**config.mk**
```make
export PLATFORM = sky130hd
export DESIGN_NAME = status_protect_unit
export DESIGN_NICKNAME = d
export VERILOG_FILES = /design/src/rtl/spu_pkg.sv /design/src/rtl/spu_pin_sync.sv /design/src/rtl/spu_status_core.sv /design/src/rtl/spu_addr_gate.sv /design/src/rtl/status_protect_unit.sv
export SDC_FILE = /design/constraint.sdc
export NUM_CORES = 1
export LEC_CHECK = 0
export BUFFER_PORTS_ARGS = -buffer_cell sky130_fd_sc_hd__buf_2
export CORE_AREA = 3 3 40 42
export CTS_CLUSTER_DIAMETER = 50
export DETAILED_ROUTE_END_ITERATION = 10
export DIE_AREA = 0 0 43 45
export PLACE_DENSITY = 0.77
export SYNTH_ARGS = -nofsm -noshare
export SYNTH_HDL_FRONTEND = slang
export SYNTH_SLANG_ARGS = --single-unit
```
**constraint.sdc**
```tcl
create_clock -name clk -period 2.5 [get_ports clk]
set_clock_uncertainty 0.15 [all_clocks]
set_input_delay 0.5 -clock clk [delete_from_list [all_inputs] [get_ports clk]]
set_output_delay 0.5 -clock clk [all_outputs]
set_load 0.005 [all_outputs]
```
**src/rtl/spu_pkg.sv**
```systemverilog
package spu_pkg;
    localparam int SR_W     = 8;
    localparam int POS_WEL  = 1;
    localparam int POS_LVL0 = 2;
    localparam int POS_LVL1 = 3;
    localparam int POS_HPE  = 7;

    typedef enum logic [1:0] {
        PROT_NONE    = 2'b00,
        PROT_QUARTER = 2'b01,
        PROT_HALF    = 2'b10,
        PROT_ALL     = 2'b11
    } prot_lvl_e;

    typedef struct packed {
        logic      wel;
        prot_lvl_e lvl;
        logic      hpe;
        logic      pend;
        logic [2:0] pbits;
        logic      sel;
    } sr_state_t;
endpackage

```
**src/rtl/spu_pin_sync.sv**
```systemverilog
module spu_pin_sync #(
    parameter int STAGES = 2
) (
    input  logic clk,
    input  logic rst_n,
    input  logic pin_i,
    output logic pin_o
);
    logic [STAGES-1:0] stg_q;

    generate
        for (genvar i = 0; i < STAGES; i++) begin : g_stage
            always_ff @(posedge clk or negedge rst_n) begin
                if (!rst_n) begin
                    stg_q[i] <= 1'b1;
                end else if (i == 0) begin
                    stg_q[i] <= pin_i;
                end else begin
                    stg_q[i] <= stg_q[(i > 0) ? i-1 : 0];
                end
            end
        end
    endgenerate

    assign pin_o = stg_q[STAGES-1];
endmodule

```
**src/rtl/spu_status_core.sv**
```systemverilog
module spu_status_core
    import spu_pkg::*;
(
    input  logic            clk,
    input  logic            rst_n,
    input  logic            sel_i,
    input  logic            pin_sync_i,
    input  logic            busy_i,
    input  logic            done_i,
    input  logic            set_i,
    input  logic            clr_i,
    input  logic            load_i,
    input  logic [SR_W-1:0] data_i,
    output logic [SR_W-1:0] status_o,
    output logic            wel_o,
    output prot_lvl_e       lvl_o
);
    sr_state_t s_d, s_q;
    logic      hw_lock;
    logic      commit;
    logic      unused_bits;

    assign unused_bits = ^{data_i[6:4], data_i[1:0]};

    always_comb begin
        s_d     = s_q;
        hw_lock = !pin_sync_i && s_q.hpe;
        commit  = s_q.sel && !sel_i;
        s_d.sel = sel_i;

        if (!busy_i) begin
            if (set_i) s_d.wel = 1'b1;
            if (clr_i) s_d.wel = 1'b0;
        end
        if (done_i) s_d.wel = 1'b0;

        if (commit && s_q.pend) begin
            s_d.hpe  = s_q.pbits[2];
            s_d.lvl  = prot_lvl_e'(s_q.pbits[1:0]);
            s_d.pend = 1'b0;
        end

        if (s_q.pend && sel_i && hw_lock) s_d.pend = 1'b0;

        if (!busy_i && load_i && s_q.wel && !hw_lock) begin
            s_d.pend  = 1'b1;
            s_d.pbits = {data_i[POS_HPE], data_i[POS_LVL1], data_i[POS_LVL0]};
        end
    end

    always_ff @(posedge clk or negedge rst_n) begin
        if (!rst_n) begin
            s_q <= '{wel: 1'b0, lvl: PROT_NONE, hpe: 1'b0, pend: 1'b0,
                     pbits: 3'b000, sel: 1'b0};
        end else begin
            s_q <= s_d;
        end
    end

    always_comb begin
        if (busy_i) begin
            status_o = '1;
        end else begin
            status_o          = '0;
            status_o[POS_HPE] = s_q.hpe;
            status_o[POS_LVL1:POS_LVL0] = s_q.lvl;
            status_o[POS_WEL] = s_q.wel;
        end
    end

    assign wel_o = s_q.wel;
    assign lvl_o = s_q.lvl;

    AST_DONE_CLEARS_WEL: assert property (@(posedge clk) disable iff (!rst_n)
        done_i |=> !s_q.wel);
    AST_BUSY_FREEZES_WEL: assert property (@(posedge clk) disable iff (!rst_n)
        (busy_i && !done_i) |=> $stable(s_q.wel));
    AST_NO_WEL_NO_UPDATE: assert property (@(posedge clk) disable iff (!rst_n)
        (!s_q.wel && !s_q.pend) |=> ($stable(s_q.hpe) && $stable(s_q.lvl)));
    AST_LOCK_REFUSES_LOAD: assert property (@(posedge clk) disable iff (!rst_n)
        (load_i && hw_lock && !s_q.pend) |=> !s_q.pend);
    AST_LOCK_CANCELS_PENDING: assert property (@(posedge clk) disable iff (!rst_n)
        (s_q.pend && sel_i && hw_lock) |=> !s_q.pend);
endmodule

```
**src/rtl/spu_addr_gate.sv**
```systemverilog
module spu_addr_gate
    import spu_pkg::*;
#(
    parameter int ADDR_W = 13
) (
    input  logic [ADDR_W-1:0] addr_i,
    input  prot_lvl_e         lvl_i,
    input  logic              wel_i,
    input  logic              busy_i,
    output logic              ok_o
);
    localparam int HI = ADDR_W - 1;
    logic in_quarter;
    logic in_half;
    logic prot;

    generate
        if (ADDR_W >= 2) begin : g_wide
            assign in_quarter = &addr_i[HI -: 2];
        end else begin : g_narrow
            assign in_quarter = addr_i[HI];
        end
    endgenerate

    assign in_half = addr_i[HI];

    always_comb begin
        unique case (lvl_i)
            PROT_NONE:    prot = 1'b0;
            PROT_QUARTER: prot = in_quarter;
            PROT_HALF:    prot = in_half;
            default:      prot = 1'b1;
        endcase
    end

    assign ok_o = wel_i && !busy_i && !prot;
endmodule

```
**src/rtl/status_protect_unit.sv**
```systemverilog
module status_protect_unit
    import spu_pkg::*;
#(
    parameter int ADDR_W      = 13,
    parameter int SYNC_STAGES = 2
) (
    input  logic              clk,
    input  logic              rst_n,
    input  logic              lock_pin_n,
    input  logic              sel_i,
    input  logic              wel_set_i,
    input  logic              wel_clr_i,
    input  logic              sr_load_i,
    input  logic [7:0]        sr_data_i,
    input  logic              busy_i,
    input  logic              done_i,
    input  logic [ADDR_W-1:0] chk_addr_i,
    output logic [7:0]        status_o,
    output logic              chk_ok_o
);
    logic      pin_sync;
    logic      wel;
    prot_lvl_e lvl;

    spu_pin_sync #(.STAGES(SYNC_STAGES)) u_sync (
        .clk   (clk),
        .rst_n (rst_n),
        .pin_i (lock_pin_n),
        .pin_o (pin_sync)
    );

    spu_status_core u_core (
        .clk        (clk),
        .rst_n      (rst_n),
        .sel_i      (sel_i),
        .pin_sync_i (pin_sync),
        .busy_i     (busy_i),
        .done_i     (done_i),
        .set_i      (wel_set_i),
        .clr_i      (wel_clr_i),
        .load_i     (sr_load_i),
        .data_i     (sr_data_i),
        .status_o   (status_o),
        .wel_o      (wel),
        .lvl_o      (lvl)
    );

    spu_addr_gate #(.ADDR_W(ADDR_W)) u_gate (
        .addr_i (chk_addr_i),
        .lvl_i  (lvl),
        .wel_i  (wel),
        .busy_i (busy_i),
        .ok_o   (chk_ok_o)
    );

    AST_FULL_LOCK_NO_WRITE: assert property (@(posedge clk) disable iff (!rst_n)
        (status_o[3:2] == 2'b11 && !busy_i) |-> !chk_ok_o);
    AST_BUSY_NO_WRITE: assert property (@(posedge clk) disable iff (!rst_n)
        busy_i |-> (!chk_ok_o && status_o[0]));
endmodule

```
==> metrics.md, run 1 <==
| Metric | Value |
|---|---|
| Final Hold Vio Count | `0` |
| Maximum vdd drop | `307 µV` |
| FF+latch count, synth | `11` |
| Setup Buffers After CTS | `0` |
| Die Y | `45 µm` |
| CTS H-Tree Depth | `1` |
| Final setup TNS | `0 ns` |
| Startpoint Class | `flop` |
| Number of distinct library cells after synthesis | `16` |
| Slew HR | `83.4%` |
| Hold Path Sink | `u_sync.stg_q[0]$_DFF_PN1_` |
| Hold Path Class | `input port to flop` |
| Most frequent cells in the layout | `buf_2, dfrtp_1, mux2_2` |
| Initial Util | `38.9%` |
| Final Max Tran Viols | `0` |
| Tightest Pin Transition | `roughly 0.25 ns` |
| Chip width | `between 40 and 50 µm` |
| Hold Crit Start | `lock_pin_n` |
| Max Fclk | `528 MHz` |
| Worst r2r dst | `u_core.s_q[3]$_DFFE_PN0P_` |
| Placed insts | `69` |
| Hold_buf cts | `1` |
| Via count | `345` |
| GP Congestion | `0.734` |
| Syn Inst Count | `36` |
| Most common cell after layout, fill and taps aside | `buf_2` |
| Post-CTS Resized | `0` |
| RSZ-0062 raised after global routing | `no` |
| Setup ws final | `0.607 ns` |
| Hold Crit Depth | `1` |
| Tcrit/Tclk final | `75.7%` |
| MaxCap Viol Count | `0` |
| Drt total wl | `about 830 µm` |
| Arr. time, crit path | `between 1 and 1.5 ns` |
| First-pass DRT Iterations | `1` |
| Worst R2R Setup Slack | `1.02 ns` |
| Final antenna-violating net count | `0` |
| Slowest cell on crit path | `dfrtp_1` |
| CP Class | `flop to primary output` |
| Non-filler cells, final | `74` |
| Synthesized area | `500 µm²` |
| CP cell instances | `a21o_1, a221oi_1, buf_2` |
| Drt initial violations | `0` |
| Wirelength per Cell | `about 11 µm` |
| Worst EP required | `1.85 ns` |
| Path depth of the worst reg2reg path | `3` |
| Pre-CTS setup slack | `between 0.6 and 0.7 ns` |
| Setup crit end kind | `primary output` |
| Share of layout cells above drive strength 1 | `69.5%` |
| HPWL after detailed placement | `656 µm` |
| CTS tree | `done` |
| Buffers on Ports | `22` |
| Root buf cell | `clkbuf_4` |
| Layout net count | `90` |
| CTS Buf Count | `3` |
| Clk_lat worst skew | `0.27 ns` |
| Via/cell ratio | `4.66` |
| Worst-path clk slew | `0.07 ns` |
| R2r startpoint | `u_sync.pin_o$_DFF_PN1_` |
| Sequential fraction of the synthesis area | `55.5%` |
| Clk sinks | `11` |
| Initial antenna violation count | `0` |
| Slowest stage delay, CP | `0.40 ns` |
| Pin count of the biggest net entering global routing | `12` |
| Number of diodes | `0` |
| # DRC | `0` |
| First-pass GRT wire length | `1300 µm` |
| Static Leak | `0.328 nW` |
| CP max FO | `4` |
| PwrDens | `723 nW/µm²` |
| Status | `completed` |
| Fin crit period | `around 1.9 ns` |
| DIE AREA | `between 1500 and 2000 µm²` |
| Tot GR Track Use | `under 10%` |
| Area Growth Syn to Fin | `27.0%` |
| Deepest clock path buffer count | `2` |
| Synth Net Count | `66` |
| Floorplan core area | `1280 µm²` |
| Cell row count | `13` |
| Synth Warn # | `0` |
| Total gr overflow | `0` |
| Setup violations, final | `0` |
| I/O Pins | `39` |
| Vias in the first global route | `318` |
| Mean Syn Cell Area | `13.9 µm²` |
worst max path at each step:
stage                    end                         from  slack [ns]  cells after the start
global route        chk_ok_o  u_core.lvl_o[1]$_DFFE_PN0P_        0.52                      3
detailed placement  chk_ok_o                       busy_i        0.67                      4
finish              chk_ok_o  u_core.lvl_o[0]$_DFFE_PN0P_        0.61                      3
global placement    chk_ok_o               chk_addr_i[11]        0.67                      4
floorplan           chk_ok_o               chk_addr_i[11]        0.90                      2
CTS                 chk_ok_o  u_core.lvl_o[0]$_DFFE_PN0P_        0.58                      3
flip-flops by register name (all words and copies together), names as in the netlist:
name          count
u_core.s_q        6
u_core.lvl_o      2
u_core.wel_o      1
u_sync.pin_o      1
u_sync.stg_q      1
cell usage after synthesis, drive strengths merged:
| library cell | count | share of area (%) |
|---|---|---|
| mux2 | 6 | 13 |
| nand2b | 1 | 2.7 |
| or2 | 4 | 5.0 |
| nor3b | 1 | 3.8 |
| inv | 1 | 0.75 |
| nand3b | 1 | 1.5 |
| dfrtp | 9 | 45 |
| nor2b | 1 | 1.8 |
| a221oi | 1 | 1.8 |
| a21o | 2 | 3.3 |
| a21oi | 1 | 1.0 |
| dfstp | 2 | 10 |
| mux2i | 1 | 2.0 |
| buf | 4 | 6.0 |
| a211oi | 1 | 1.5 |
critical path, delay by kind of cell (launching register included):
kind	cells	cell delay, ns
compound gates	2	0.41
buf+inv	1	0.16
flops	1	0.40
final cells by class:
class | instances | area [µm²]
Clock buffer | 4 | 26.3
Fill cell | 128 | 649
Inverter | 1 | 3.75
Multi-Input combinational cell | 20 | 189
Sequential cell | 11 | 278
Tap cell | 15 | 18.8
Timing Repair Buffer | 23 | 120
kinds of logic after synthesis:
logic type	synth area share, %
and+or+nand+nor	14.7
DFF	55.5
muxes	15.5
buffers and inverters	6.75
AOI/OAI and AO/OA	7.50
per-stage QoR:
stage          total power, W  hold slack (ns)  cell area, µm²  utilization [%]
5_1_grt              0.000489            0.162             636             49.5
2_1_floorplan        0.000306           0.0544             500                -
4_1_cts              0.000469            0.166             636             49.5
3_5_place_dp         0.000344            0.199             599             46.6
3_3_place_gp         0.000339            0.196             599             46.6
6_report             0.000459            0.179             636             49.5
report_power, final:
group | internal [W] | switching [W]
sequential | 0.000216 | 0.0000238
combinational | 0.0000648 | 0.0000334
clock | 0.0000618 | 0.0000593
layer usage:
metal | vias to the layer above | global-route usage [%] | wire (µm)
met3 | 2 | 2.79 | 89
met5 | - | 0 | 0
li1 | 167 | - | -
met2 | 19 | 14.4 | 387
met1 | 157 | 11.3 | 332
met4 | 0 | 7.23 | 19
Power figures use the tool's default switching activity.
==> inputs of run 2 (changes only) <==
- CORE_AREA: 3 3 40 42 -> unset
- CORE_MARGIN: unset -> 3
- CORE_UTILIZATION: unset -> 33
- DIE_AREA: 0 0 43 45 -> unset
- PLACE_DENSITY: 0.77 -> 0.72
- clock period: 2.5 -> 1.7 ns (I/O delays scaled with it)
==> metrics.md, run 2 (same netlist as run 1, synthesis figures left out) <==
| Metric | Value |
|---|---|
| Non-filler cells, final | `76` |
| Vias in the first global route | `335` |
| Via/cell ratio | `4.55` |
| Switch share | `roughly 25%` |
| CP Class | `flop to primary output` |
| CTS tree | `done` |
| Initial Util | `36.6%` |
| Clk_lat worst skew | `0.26 ns` |
| DIE AREA | `approximately 2000 µm²` |
| Hold WS | `0.0275 ns` |
| Hold Path Class | `input port to flop` |
| Maximum vdd drop | `466 µV` |
| Tcrit/Tclk final | `about 99%` |
| First-pass GRT wire length | `1350 µm` |
| Most common cell after layout, fill and taps aside | `buf_2` |
| Wirelength per Cell | `11.2 µm` |
| Worst-path clk slew | `0.07 ns` |
| Tot GR Track Use | `about a tenth` |
| Drt total wl | `between 800 and 900 µm` |
| Pre-CTS setup slack | `0.136 ns` |
| Deepest clock path buffer count | `2` |
| Final antenna-violating net count | `0` |
| Chip width | `roughly 45 µm` |
| Drt initial violations | `3` |
| Final Max Tran Viols | `0` |
| Fillers | `128` |
| Register bank with the most flops | `u_core.s_q` |
| Initial antenna violation count | `0` |
| Setup ws final | `0.0183 ns` |
| Setup violations, final | `0` |
| I/O Pins | `39` |
| Layout net count | `92` |
| Slew HR | `between 80 and 90%` |
| CTS Buf Count | `3` |
| Tightest Pin Transition | `around 0.27 ns` |
| Arr. time, crit path | `1.19 ns` |
| Status | `completed` |
| Pin count of the biggest net entering global routing | `12` |
| CP max FO | `3` |
| PwrDens | `1070 nW/µm²` |
| Number of diodes | `0` |
| Gate power share | `25.7%` |
| Startpoint Class | `flop` |
| # DRC | `0` |
| Total gr overflow | `0` |
| Die Y | `between 40 and 50 µm` |
| Clock share of power | `24.1%` |
| Sw Pwr | `0.000178 W` |
| Final Hold Vio Count | `0` |
| Setup crit end kind | `primary output` |
| Largest register FFs | `6` |
| Placed insts | `69` |
| Int Pwr | `0.000527 W` |
| RSZ-0062 raised after global routing | `yes` |
| CTS H-Tree Depth | `1` |
| Floorplan core area | `1370 µm²` |
| Root buf cell | `clkbuf_4` |
| Most frequent cells in the layout | `buf_2, dfrtp_1, mux2_2` |
| Worst EP required | `roughly 1.2 ns` |
| Share of layout cells above drive strength 1 | `72.1%` |
| Via count | `between 300 and 400` |
| Buffers on Ports | `22` |
| Area Growth Syn to Fin | `31.3%` |
| GP Congestion | `0.630` |
| Reg power frac | `50.1%` |
| First-pass DRT Iterations | `2` |
| Clk sinks | `11` |
| Fin crit period | `1.68 ns` |
| MaxCap Viol Count | `0` |
| Static Leak | `0.342 nW` |
| Cell row count | `13` |
| Max Fclk | `595 MHz` |
| Fin util | `48.1%` |
## run 2: cell count changes in the layout (fill, tap and decap cells not counted)
cell / change
a221oi_2: +1
a221oi_1: -1
buf_4: +2
## run 2: power groups by stage
stage               Sequential [W]  Clock [W]  Combinational, W
finish                    0.000354   0.000170          0.000181
floorplan                 0.000348          0          0.000102
global placement          0.000357          0          0.000142
detailed placement        0.000362          0          0.000145
global route              0.000362   0.000196          0.000205
CTS                       0.000354   0.000180          0.000185
## run 2: area by class of cell
cell class	count	area (µm²)	share of cell area, %
Sequential cell	11	278	42.3
Tap cell	15	18.8	2.86
Multi-Input combinational cell	20	195	29.7
Timing Repair Buffer	25	135	20.6
Clock buffer	4	26.3	4.00
Inverter	1	3.75	0.571
## run 2: critical path, cell delays in order (launching register included)
cell      delay (ns)
dfrtp_1         0.40
a21o_1          0.17
a221oi_2        0.22
buf_2           0.14
## run 2: metrics by stage
step / area [µm²] / total power [W] / TNS (ns)
after global placement: 599 / 0.000498 / 0
after CTS: 657 / 0.000718 / 0
after global routing: 657 / 0.000763 / -0.0982
after floorplan: 500 / 0.000450 / 0
final: 657 / 0.000705 / 0
after detailed placement: 599 / 0.000507 / 0
## run 2: path summary, 6_finish.rpt
| kind | endpoint | slack (ns) | depth (start not counted) | startpoint |
|---|---|---|---|---|
| min | u_sync.stg_q[0]$_DFF_PN1_ | 0.03 | 1 | lock_pin_n |
| min reg2reg | u_sync.pin_o$_DFF_PN1_ | 0.21 | 0 | u_sync.stg_q[0]$_DFF_PN1_ |
| max in group asynchronous | u_sync.pin_o$_DFF_PN1_ | 0.82 | 2 | rst_n |
| max reg2reg | u_core.s_q[3]$_DFFE_PN0P_ | 0.20 | 3 | u_sync.pin_o$_DFF_PN1_ |
| min in group asynchronous | u_core.wel_o$_DFFE_PN0P_ | 0.31 | 2 | rst_n |
| max | chk_ok_o | 0.02 | 3 | u_core.lvl_o[0]$_DFFE_PN0P_ |
## run 2: what timing repair did
action	CTS	global route
gates resized for setup	1	0
endpoints found under the hold margin	9	0
hold buffers	1	0
setup buffers	2	0
pin swaps	2	2
setup endpoints to repair	1	3
## run 2: routing by layer
metal	part of all wire (%)	track usage, %	vias up
met3	11	4.78	0
met4	0	3.51	0
met2	43	15.5	21
met1	45	10.7	155
li1	-	-	170
met5	0	0	-
==> inputs of run 3 (changes only) <==
--- a/config.mk
+++ b/config.mk
@@ -8,8 +8,8 @@
 export BUFFER_PORTS_ARGS = -buffer_cell sky130_fd_sc_hd__buf_2
 export CORE_MARGIN = 3
-export CORE_UTILIZATION = 33
+export CORE_UTILIZATION = 37
 export CTS_CLUSTER_DIAMETER = 50
 export DETAILED_ROUTE_END_ITERATION = 10
-export PLACE_DENSITY = 0.72
+export PLACE_DENSITY = 0.76
 export SYNTH_ARGS = -nofsm -noshare
 export SYNTH_HDL_FRONTEND = slang
==> constraint.sdc (replaced) <==
create_clock -name clk -period 1.6 [get_ports clk]
set_clock_uncertainty 0.15 [all_clocks]
set_input_delay 0.08 -clock clk [delete_from_list [all_inputs] [get_ports clk]]
set_output_delay 0.08 -clock clk [all_outputs]
set_load 0.005 [all_outputs]
==> metrics.md, run 3 (same netlist as run 1, synthesis figures left out) <==
| Metric | Value |
|---|---|
| DIE AREA | `1830 µm²` |
| CP max FO | `4` |
| RSZ-0062 raised after global routing | `no` |
| Final antenna-violating net count | `0` |
| Vias in the first global route | `between 300 and 400` |
| Root buf cell | `clkbuf_4` |
| Final Max Tran Viols | `0` |
| Tcrit/Tclk final | `92.8%` |
| Chip width | `42.8 µm` |
| Setup crit end kind | `primary output` |
| Clk sinks | `11` |
| CP Class | `flop to primary output` |
| Pin count of the biggest net entering global routing | `12` |
| # DRC | `0` |
| Worst-path clk slew | `0.07 ns` |
| Share of layout cells above drive strength 1 | `62.1%` |
| Startpoint Class | `flop` |
| Maximum vdd drop | `634 µV` |
| PwrDens | `1040 nW/µm²` |
| Drt initial violations | `0` |
| Via count | `between 300 and 400` |
| MaxCap Viol Count | `0` |
| Fin crit period | `1.49 ns` |
| Final Instance Area | `704 µm²` |
| Pre-CTS setup slack | `0.109 ns` |
| Area occupied by multi-input gates | `189 µm²` |
| Max Fclk | `~670 MHz` |
| CTS Buf Count | `3` |
| Initial antenna violation count | `0` |
| Hold WS | `around 0.053 ns` |
| Setup violations, final | `0` |
| HPWL after detailed placement | `733 µm` |
| Pwr Total | `0.000730 W` |
| I/O Pins | `39` |
| Die Y | `42.8 µm` |
| Floorplan core area | `1190 µm²` |
| CTS tree | `done` |
| Hold Path Class | `input port to asynchronous set/reset pin` |
| Initial Util | `42.2%` |
| Via/cell ratio | `4.48` |
| Most common cell after layout, fill and taps aside | `buf_2` |
| DP Area | `598 µm²` |
| Most frequent cells in the layout | `buf_2, dfrtp_1, dlygate4sd3_1` |
| First-pass GRT wire length | `1550 µm` |
| Layout net count | `97` |
| First-pass DRT Iterations | `1` |
| Final Hold Vio Count | `0` |
| Fillers | `between 90 and 100` |
| FF+latch area | `278 µm²` |
| Slew HR | `83.7%` |
| Largest register FFs | `6` |
| Total gr overflow | `0` |
| Final setup TNS | `0 ns` |
| GP Congestion | `0.713` |
| Post-CTS Resized | `0` |
| Clk_lat worst skew | `0.26 ns` |
| Setup ws final | `0.115 ns` |
| Buffers on Ports | `22` |
| Number of diodes | `0` |
| Status | `completed` |
| CTS H-Tree Depth | `1` |
| Deepest clock path buffer count | `2` |
| Arr. time, crit path | `1.26 ns` |
| Wirelength per Cell | `11.8 µm` |
| Drt total wl | `approximately 940 µm` |
| Register bank with the most flops | `u_core.s_q` |
| Static Leak | `0.359 nW` |
| Cell row count | `12` |
| Tot GR Track Use | `11.7%` |
| Tightest Pin Transition | `0.244 ns` |
| Area Growth Syn to Fin | `40.8%` |
| Worst EP required | `1.37 ns` |
## run 3: cell types whose count changed in the layout (fill, tap and decap cells not counted)
cell	delta
a221oi_1	+1
a221oi_2	-1
buf_4	-2
dlygate4sd3_1	+7
## run 3: metrics by stage
step,instances,util (%)
2_1_floorplan,36,-
3_3_place_gp,68,50.4
3_5_place_dp,68,50.4
4_1_cts,80,59.4
5_1_grt,80,59.4
6_report,80,59.4
## run 3: worst max-delay path: stages, from the launching register on
cell,delay [ns]
dfrtp_1,0.40
a21o_1,0.16
a221oi_1,0.26
buf_2,0.17
## run 3: area by class of cell
cell class | count | area share, %
sequential | 11 | 39.4
timing repair buffer | 30 | 27.0
multi-input combinational | 20 | 26.8
clock buffer | 4 | 3.73
tap | 14 | 2.49
inverter | 1 | 0.533
## run 3: power breakdown
part	switching, W	internal (W)	leakage (nW)
registers	0.0000414	0.000338	0.135
logic	0.0000558	0.000113	0.209
clock network	0.0000851	0.0000962	0.0150
## run 3: routing by layer
metal,routed length [µm],track usage (%),share of wire (%)
met1,378,12.1,40
met2,483,20.7,51
met3,81,3.81,8.6
met4,0,5.59,0
met5,0,0,0
## run 3: repair_timing
| action | in CTS | in global routing |
|---|---|---|
| hold buffers | 8 | 0 |
| endpoints found under the hold margin | 17 | 0 |
| buffers inserted | 0 | 0 |
## run 3: worst paths after layout
path                                                   from                         to  slack, ns  cells past startpoint
worst max register to register       u_sync.pin_o$_DFF_PN1_  u_core.s_q[3]$_DFFE_PN0P_       0.11                      3
min in group clk                                  sr_load_i  u_core.s_q[4]$_DFFE_PN0P_       0.15                      3
worst min-delay path                                  rst_n  u_core.s_q[1]$_DFFE_PN0P_       0.05                      2
worst max-delay path            u_core.lvl_o[0]$_DFFE_PN0P_                   chk_ok_o       0.11                      3
worst min register to register    u_sync.stg_q[0]$_DFF_PN1_     u_sync.pin_o$_DFF_PN1_       0.21                      0
max in group asynchronous                             rst_n  u_sync.stg_q[0]$_DFF_PN1_       0.99                      2
